==> src/rtl/sfm_pkg.sv <==
package sfm_pkg;
  localparam int NUM_EVT   = 4;
  localparam int IDX_VL    = 0;
  localparam int IDX_MUVLO = 1;
  localparam int IDX_MUV   = 2;
  localparam int IDX_MOV   = 3;

  typedef enum logic [1:0] {
    THR_32V = 2'b00,
    THR_34V = 2'b01,
    THR_36V = 2'b10
  } ov_thr_e;

  function automatic ov_thr_e thr_decode(input logic [1:0] code);
    if (code[1])      return THR_36V;
    else if (code[0]) return THR_34V;
    else              return THR_32V;
  endfunction
endpackage

==> src/rtl/sfm_qual_filter.sv <==
module sfm_qual_filter #(
  parameter int FILT_CYCLES = 2000
) (
  input  logic clk,
  input  logic rst_n,
  input  logic raw,
  output logic qual
);
  localparam int CW = (FILT_CYCLES > 2) ? $clog2(FILT_CYCLES) : 1;
  localparam logic [CW-1:0] LAST = CW'(FILT_CYCLES - 1);

  logic [CW-1:0] cnt;

  always_ff @(posedge clk or negedge rst_n) begin
    if (!rst_n)           cnt <= '0;
    else if (!raw)        cnt <= '0;
    else if (cnt != LAST) cnt <= cnt + 1'b1;
  end

  assign qual = raw && (cnt == LAST);

  AST_CNT_LIMIT: assert property (@(posedge clk) disable iff (!rst_n)
    cnt <= LAST);
  AST_FILT_RESTART: assert property (@(posedge clk) disable iff (!rst_n)
    !raw |=> (cnt == '0));
  AST_QUAL_NEEDS_RAW: assert property (@(posedge clk) disable iff (!rst_n)
    qual |-> $past(raw));
endmodule

==> src/rtl/sfm_event_bank.sv <==
module sfm_event_bank #(
  parameter int N = 4
) (
  input  logic         clk,
  input  logic         rst_n,
  input  logic [N-1:0] set_i,
  input  logic         clr_we,
  input  logic [N-1:0] clr_mask,
  output logic [N-1:0] evt_o
);
  for (genvar i = 0; i < N; i++) begin : g_bit
    logic clr_hit;
    assign clr_hit = clr_we && clr_mask[i];

    always_ff @(posedge clk or negedge rst_n) begin
      if (!rst_n) evt_o[i] <= 1'b0;
      else        evt_o[i] <= (evt_o[i] && !clr_hit) || set_i[i];
    end

    AST_EVT_STICKY: assert property (@(posedge clk) disable iff (!rst_n)
      (evt_o[i] && !clr_hit) |=> evt_o[i]);
    AST_EVT_CLEAR: assert property (@(posedge clk) disable iff (!rst_n)
      (clr_hit && !set_i[i]) |=> !evt_o[i]);
    AST_SET_WINS: assert property (@(posedge clk) disable iff (!rst_n)
      set_i[i] |=> evt_o[i]);
  end
endmodule

==> src/rtl/supply_fault_monitor.sv <==
module supply_fault_monitor
  import sfm_pkg::*;
#(
  parameter int FILT_CYCLES = 2000
) (
  input  logic       clk,
  input  logic       rst_n,
  input  logic       vl_below_uvlo,
  input  logic       main_below_uvlo,
  input  logic       main_below_uv7,
  input  logic       main_below_uv17,
  input  logic       mode_24v,
  input  logic       main_above_ov,
  input  logic       thr_we,
  input  logic [1:0] thr_wdata,
  input  logic       clr_we,
  input  logic [3:0] clr_mask,
  output logic [1:0] ov_thr_sel,
  output logic [3:0] live_status,
  output logic [3:0] sticky_event,
  output logic       drv_disable
);
  logic [NUM_EVT-1:0] set_vec;
  ov_thr_e            thr_q;

  always_comb begin
    live_status[IDX_VL]    = vl_below_uvlo;
    live_status[IDX_MUVLO] = main_below_uvlo;
    live_status[IDX_MUV]   = mode_24v ? main_below_uv17 : main_below_uv7;
    live_status[IDX_MOV]   = main_above_ov;
  end

  for (genvar i = 0; i < NUM_EVT; i++) begin : g_chan
    if (i == IDX_VL) begin : g_direct
      assign set_vec[i] = live_status[i];
    end else begin : g_filt
      sfm_qual_filter #(.FILT_CYCLES(FILT_CYCLES)) u_filt (
        .clk  (clk),
        .rst_n(rst_n),
        .raw  (live_status[i]),
        .qual (set_vec[i])
      );
    end
  end

  sfm_event_bank #(.N(NUM_EVT)) u_bank (
    .clk     (clk),
    .rst_n   (rst_n),
    .set_i   (set_vec),
    .clr_we  (clr_we),
    .clr_mask(clr_mask),
    .evt_o   (sticky_event)
  );

  always_ff @(posedge clk or negedge rst_n) begin
    if (!rst_n)      thr_q <= THR_32V;
    else if (thr_we) thr_q <= thr_decode(thr_wdata);
  end

  assign ov_thr_sel  = thr_q;
  assign drv_disable = live_status[IDX_MOV];

  AST_THR_LEGAL: assert property (@(posedge clk) disable iff (!rst_n)
    ov_thr_sel != 2'b11);
  AST_THR_HOLD: assert property (@(posedge clk) disable iff (!rst_n)
    !thr_we |=> $stable(ov_thr_sel));
  AST_DISABLE_ON_OV: assert property (@(posedge clk) disable iff (!rst_n)
    main_above_ov |-> drv_disable);
  AST_VL_EVENT: assert property (@(posedge clk) disable iff (!rst_n)
    vl_below_uvlo |=> sticky_event[IDX_VL]);
endmodule

==> config.mk <==
export PLATFORM = sky130hd
export DESIGN_NAME = supply_fault_monitor
export DESIGN_NICKNAME = d
export VERILOG_FILES = /design/src/rtl/sfm_pkg.sv /design/src/rtl/sfm_qual_filter.sv /design/src/rtl/sfm_event_bank.sv /design/src/rtl/supply_fault_monitor.sv
export SDC_FILE = /design/constraint.sdc
export NUM_CORES = 1
export LEC_CHECK = 0
export BUFFER_PORTS_ARGS = -buffer_cell sky130_fd_sc_hd__buf_2
export CORE_MARGIN = 5
export CORE_UTILIZATION = 48
export CTS_BUF_LIST = sky130_fd_sc_hd__clkbuf_2 sky130_fd_sc_hd__clkbuf_4 sky130_fd_sc_hd__clkbuf_8
export DETAILED_ROUTE_END_ITERATION = 7
export PLACE_DENSITY_LB_ADDON = 0.1
export REMOVE_ABC_BUFFERS = 1
export SLEW_MARGIN = 10
export SYNTH_ARGS = -nofsm -noshare
export SYNTH_HDL_FRONTEND = slang
export SYNTH_SLANG_ARGS = --single-unit
export TNS_END_PERCENT = 5
==> constraint.sdc <==
create_clock -name clk -period 4.4 [get_ports clk]
set_input_delay 0.66 -clock clk [delete_from_list [all_inputs] [get_ports clk]]
set_output_delay 0.66 -clock clk [all_outputs]
set_load 0.05 [all_outputs]
Yosys cells after proc, flatten, opt, wreduce, memory -nomap -nowiden
Cells that the tools add are included.
- flip-flop bits (word level): 39
- latch bits: 0
- bits in writable memories: 0
- bits in read-only memories: 0
- word-level logic and storage cells: 48
- memories: 0
- $add $sub $neg: 3
- $mul: 0
- div/mod/pow operators: 0
- $lt $le $gt $ge: 0
- equal/unequal tests: 9
- shift operators: 0
- multiplexer cells: 9
- bitwise gates (word level): 0
- reductions and logical operators: 19
- operators with widths (operator ; number):
    11-bit two-way mux ; 6
    11-bit by 1-bit adder with 11-bit output, second input constant ; 3
    11-bit equality test, second input constant ; 3
    11-bit != test, second input constant ; 3
    1-bit logical AND ; 11
    1-bit zero test ; 4
    1-bit logical OR ; 4
    2-bit by 1-bit != test with 1-bit output, second input constant ; 2
    1-bit two-way mux ; 2
    2-bit two-way mux ; 1
    2-bit != test, second input constant ; 1

Depth between registers and ports, before layout
Gate-level depths: netlist (run 1).
- word-level depth: 4
- gate-level depth with buffers: 4
- mapped depth without buffers: 4

By module
From an unflattened synthesis (run 1), not the netlist that was laid out.
- cell total of the unflattened synthesis: 197
- area total of the unflattened synthesis: 2039.5 µm²
- modules (own cells, without submodules) (module ; instances ; cells each ; area an instance (µm²) ; sequential area each (µm²)):
    sfm_qual_filter ; 3 ; 58 ; 590.6 ; 275.3
    sfm_event_bank ; 1 ; 12 ; 145.1 ; 100.1
    supply_fault_monitor ; 1 ; 11 ; 122.6 ; 50.0

Worst setup path before layout (run 1)
OpenSTA, ideal clock, no wires.
- path kind: input to output
- start point: in mode_24v
- end point: out live_status[2]
- arrival time: 1.546 ns
- data required time: 3.740 ns
- setup slack: 2.194 ns
- stages on the path: 3
- path buffers: 1
- cell sequence: mux2i_1 > inv_1 > buf_4
- cells in the longest elaborated chain, start to end: 1
- ends and longest elaborated chain (what ; RTL line ; text):
    start, declared ; supply_fault_monitor.sv:12 ; input logic mode_24v,
    1-bit two-way mux ; supply_fault_monitor.sv:29 ; live_status[IDX_MUV] = mode_24v ? main_below_uv17 : main_below_uv7;
    end, declared ; supply_fault_monitor.sv:19 ; output logic [3:0] live_status,
Every way passes these cells.

Worst setup path after layout (run 1)
Same ends and word-level chain as after synthesis.

==> impl_metrics.ini, run 1 <==
[final_layout]
stdcell_area_sq_um = 2250
antenna_cells = 0
final_common_cell = dfrtp_1
layout_common_cells = dfrtp_1, nand2_1, buf_2
drive_gt1_share_pct = 19.7
final_nets = 247
syn_to_final_growth_pct = 12.6

[synth]
synthDistinctLibCells = 39
synth_warnings = 0
syn_area_sq_um = 2000
synthTopCellsByArea = dfrtp_1, nand2_1, a21oi_1
yosysSeqAreaShare_pct = 48.8
ys_ff_latch = 39
synth_top_area_share_pct = 48.8
synthCells = 202
synth_top_area_cell = dfrtp_1
avgSynthCellArea_sq_um = 9.89

[cts]
cts.clk_slew.worst_paths_ns = 0.07
post_cts_resize_count = 0
root_buffer = clkbuf_8
cts_buffers = 5
post-cts-setup-buffers = 0
ctsHoldBuffers = 0
clock_latency_ns = 0.29
clockBufferDepth = 2
cts-htree-levels = 2
cts.sinks = 39
cts_tree = built

[detailed_routing]
post_drt_wl_per_cell_microns = 14.0
drt-total-wl_mm = 3.90
postRouteAntennaNets = 0
via_count = 1607
dr.pass1.iters = 4
drtIter0Drc = 107
route.detailed.drc = 0
vias_per_cell = 5.76

[critical_path]
r2r_slack_ns = 2.75
worstSetupPathType = input pin to output pin
rr_endpoint = g_chan[3].g_filt.u_filt.cnt[8]
crit_fanout = 10
arrival_ns = 1.92
worst_setup_path_end_kind = output pin
crit_required_ns = 3.74
reg2reg_from = g_chan[3].g_filt.u_filt.cnt[0]
reg2reg_depth = 4
startpoint_type = input pin

[global_routing]
grt_pass1_wl_mm = 6.62
grt_overflow = 0
grt_pass1_vias = 1495
globalRouteTotalUtil_pct = 15.4
gr-usage-met1_pct = 20.1
use_met2_pct = 24.6
antenna_found_initial = 0
met3_usage_pct = 5.00
grt_max_degree = 40
top_usage_layer = met2

[flow_run]
drv_cap = 0

[pwr]
irDropWorstVdd_mv = 0.210
leakage_nw = 0.950
p_per_area_nw_per_um2 = 317

[run_status]
status = finished clean

[place]
placed_cell_area_sq_um = 2150
io_buffers = 26
dp_hpwl_mm = 2.85
gp_congestion = 0.875

[sta]
slew_headroom_pct = 42.3
worst_clock_skew_ns = 0.00413
slew_viol_final = 0
rsz0062_at_grt = false
period_share_pct = 58.6
min_period_ns = 2.58
tightest_slew_ns = 0.866
max_freq_mhz = 388
finalSetupViolations = 0
hold_viol = 0
fin_setup_tns_ns = 0

[floorplanning]
io_pins = 27
die_x_microns = 74.5
num_rows = 23
die_area_sq_um = 5550
start_util_pct = 49.6
dieHeight_microns = 74.5
core_sq_um = 4030

[worst_hold_path]
hold_class = input pin to asynchronous set/reset pin
[synth_stat cells]
cell type	count
o21ba_2	1
ha_1	3
o21ai_0	15
a31oi_1	5
inv_1	10
nor2_1	2
mux2_2	1
nor4_4	1
nand4b_1	1
a21oi_1	18
and3_1	1
a21o_1	1
nor3_2	1
nand4_1	3
o211ai_1	1
mux2i_1	9
dfrtp_1	39
nand3_2	1
and4bb_2	1
buf_4	5
o21a_1	2
nand4_4	1
nand3b_1	1
buf_1	1
a22o_1	1
clkbuf_1	1
o31ai_1	9
or3b_1	1
nand4_2	1
nor4_1	2
and3_2	1
and4_1	1
nand2_1	30
nand2b_1	5
or3_2	2
nand3_1	7
a211o_1	1
or3_1	7
or4_1	9
[kinds of logic after synthesis]
logic type,Yosys count,synth area share (%)
adders and majority gates,3,1.88
muxes,10,5.07
and+or+nand+nor,79,24.0
DFF,39,48.8
buffers and inverters,17,4.13
AOI/OAI and AO/OA,54,16.1
[critical path, cell delays in order]
cell and delay [ns]:
buf_2 0.08, mux2i_1 0.63, inv_1 0.26, buf_2 0.29
[registers in the layout, indices dropped and copies added, names as in the netlist]
signal / flops
u_bank.evt_o: 4
ov_thr_sel: 2
g_chan.g_filt.u_filt.cnt: 33
[worst max path at each step]
stage	slack, ns	startpoint	endpoint
2_1_floorplan	2.21	mode_24v	live_status[2]
3_3_place_gp	1.89	mode_24v	live_status[2]
3_5_place_dp	1.83	mode_24v	live_status[2]
4_1_cts	1.82	mode_24v	live_status[2]
5_1_grt	1.68	mode_24v	live_status[2]
6_report	1.82	mode_24v	live_status[2]
[stage by stage]
stage	total power [mW]	hold WS [ns]	worst slack, ns	std cells	util [%]
finish	0.713	0.478	1.82	279	55.8
floorplan	0.417	0.364	2.21	195	-
global route	0.750	0.509	1.68	279	55.8
CTS	0.727	0.482	1.82	279	55.8
global placement	0.450	0.454	1.89	271	53.3
detailed placement	0.454	0.465	1.83	271	53.3
[report_power, final]
part           internal [mW]  switching, mW  leakage [nW]  total (mW)
clock network          0.149          0.118        0.0549       0.267
registers              0.368         0.0117         0.530       0.380
logic                 0.0199         0.0463         0.365      0.0662
total                  0.537          0.176         0.950       0.713
[cell type report]
class	count	area, sq um
timing repair buffer	26	130
clock buffer	8	104
sequential	39	976
fill	372	1780
multi-input combinational	146	940
inverter	10	37.5
tap	50	62.6
[metal layers]
metal / share of wire (%) / vias up
met5: 0 / -
met4: 1.4 / 0
met3: 4.0 / 8
met2: 50 / 25
met1: 45 / 778
li1: - / 796
No activity file was read; power rests on OpenSTA's default activity.
==> run 2, diff against run 1 <==
clock period = 2.1 ns   (was 4.4 ns; I/O delays follow)
==> impl_metrics.ini, run 2 (same netlist as run 1, synthesis figures left out) <==
[critical_path]
critPathTopFamily = simple AND/OR/NAND/NOR gates
arrival_ns = 1.85
crit_required_ns = 2.32
worst_setup_path_end_kind = register
startpoint_type = register
path_cells = ha_1 -> nand3_1 -> or4_1 -> a21oi_1
cp_slowest_cell = or4_1
cp_num_buf_inv = 0
slowest_delay_ns = 0.54
worstSetupPathType = register to register
crit_fanout = 7

[sta]
finalSetupViolations = 0
tightest_slew_ns = 0.558
worst_slack_ns = 0.470
fin_setup_tns_ns = 0
slew_viol_final = 0
rsz0062_at_grt = false
worst_clock_skew_ns = 0.00749
period_share_pct = 77.6
whs_ns = 0.0109
min_period_ns = 1.63
slew_headroom_pct = 62.8
max_freq_mhz = 613
hold_viol = 0

[cts]
post-cts-setup-buffers = 0
cts.clk_slew.worst_paths_ns = 0.08
cts-htree-levels = 2
cts_buffers = 5
clockBufferDepth = 2
cts.sinks = 39
root_buffer = clkbuf_8
ctsHoldBuffers = 0
clock_latency_ns = 0.29
cts_tree = built
post_cts_resize_count = 0

[pwr]
leakage_nw = 0.959
irDropWorstVdd_mv = 0.492
p_per_area_nw_per_um2 = 641
power.total_mw = 1.45

[floorplanning]
io_pins = 27
die_area_sq_um = 5550
dieHeight_microns = 74.5
core_sq_um = 4030
die_x_microns = 74.5
num_rows = 23
start_util_pct = 49.6

[flow_run]
drv_cap = 0

[detailed_routing]
dr.pass1.iters = 4
via_count = 1638
drtIter0Drc = 139
vias_per_cell = 5.81
post_drt_wl_per_cell_microns = 14.5
drt-total-wl_mm = 4.08
route.detailed.drc = 0
postRouteAntennaNets = 0

[worst_hold_path]
hold_class = input pin to asynchronous set/reset pin

[final_layout]
regMostFlops = g_chan.g_filt.u_filt.cnt
fill_cells = 355
layout_common_cells = dfrtp_1, nand2_1, buf_2
largest_reg_flops = 33
final_util_pct = 56.0
final_common_cell = dfrtp_1
syn_to_final_growth_pct = 13.0
antenna_cells = 0
final_nets = 250
drive_gt1_share_pct = 20.7

[global_routing]
globalRouteTotalUtil_pct = 16.9
antenna_found_initial = 0
grt_pass1_vias = 1699
grt_overflow = 0
grt_pass1_wl_mm = 7.25
grt_max_degree = 26

[place]
io_buffers = 26
dp_hpwl_mm = 3.07
gp_congestion = 0.850
pre_cts_ws_ns = 0.514

[run_status]
status = finished clean
## run 2: area by class of cell
type                    count  area (sq um)  area share [%]
clock buffers               7          83.8            3.71
clock inverters             1          5.00           0.222
inverters                  10          37.5            1.66
multi-input cells         146           940            41.6
flip-flops and latches     39           976            43.2
well taps                  50          62.6            2.77
repair buffers             29           153            6.76
## run 2: final timing paths
path	from	endpoint	slack, ns	depth (start not counted)
setup / recovery	g_chan[3].g_filt.u_filt.cnt[0]	g_chan[3].g_filt.u_filt.cnt[8]	0.47	4
hold / removal	rst_n	g_chan[3].g_filt.u_filt.cnt[8]	0.01	1
setup reg to reg	g_chan[3].g_filt.u_filt.cnt[0]	g_chan[3].g_filt.u_filt.cnt[8]	0.47	4
hold reg to reg	u_bank.evt_o[1]	u_bank.evt_o[1]	0.48	2
max in group asynchronous	rst_n	u_bank.evt_o[0]	1.55	2
min in group clk	vl_below_uvlo	u_bank.evt_o[0]	0.22	2
## run 2: metal layers
metal,vias to the layer above,global-route usage (%),wire [microns],share of wire [%]
met5,-,0,0,0
met4,0,7.91,63,1.5
met3,8,4.73,159,3.9
met2,35,27.5,2040,50
met1,791,20.8,1820,45
li1,804,-,-,-
## run 2: power by group
group	total (mW)	switching, mW	internal (mW)
clock network	0.507	0.249	0.259
logic	0.145	0.0992	0.0458
registers	0.795	0.0240	0.771
## run 2: worst reg2reg max path: cells and delay by family, from the launching register on
| kind | cells | cell delay, ns |
|---|---|---|
| and+or+nand+nor | 2 | 0.77 |
| adders and majority gates | 1 | 0.23 |
| DFF | 1 | 0.41 |
| AOI/OAI and AO/OA | 1 | 0.15 |
## run 2: per-stage QoR
step	instances	area, sq um
2_1_floorplan	195	1950
3_3_place_gp	274	2170
3_5_place_dp	274	2170
4_1_cts	282	2260
5_1_grt	282	2260
6_report	282	2260
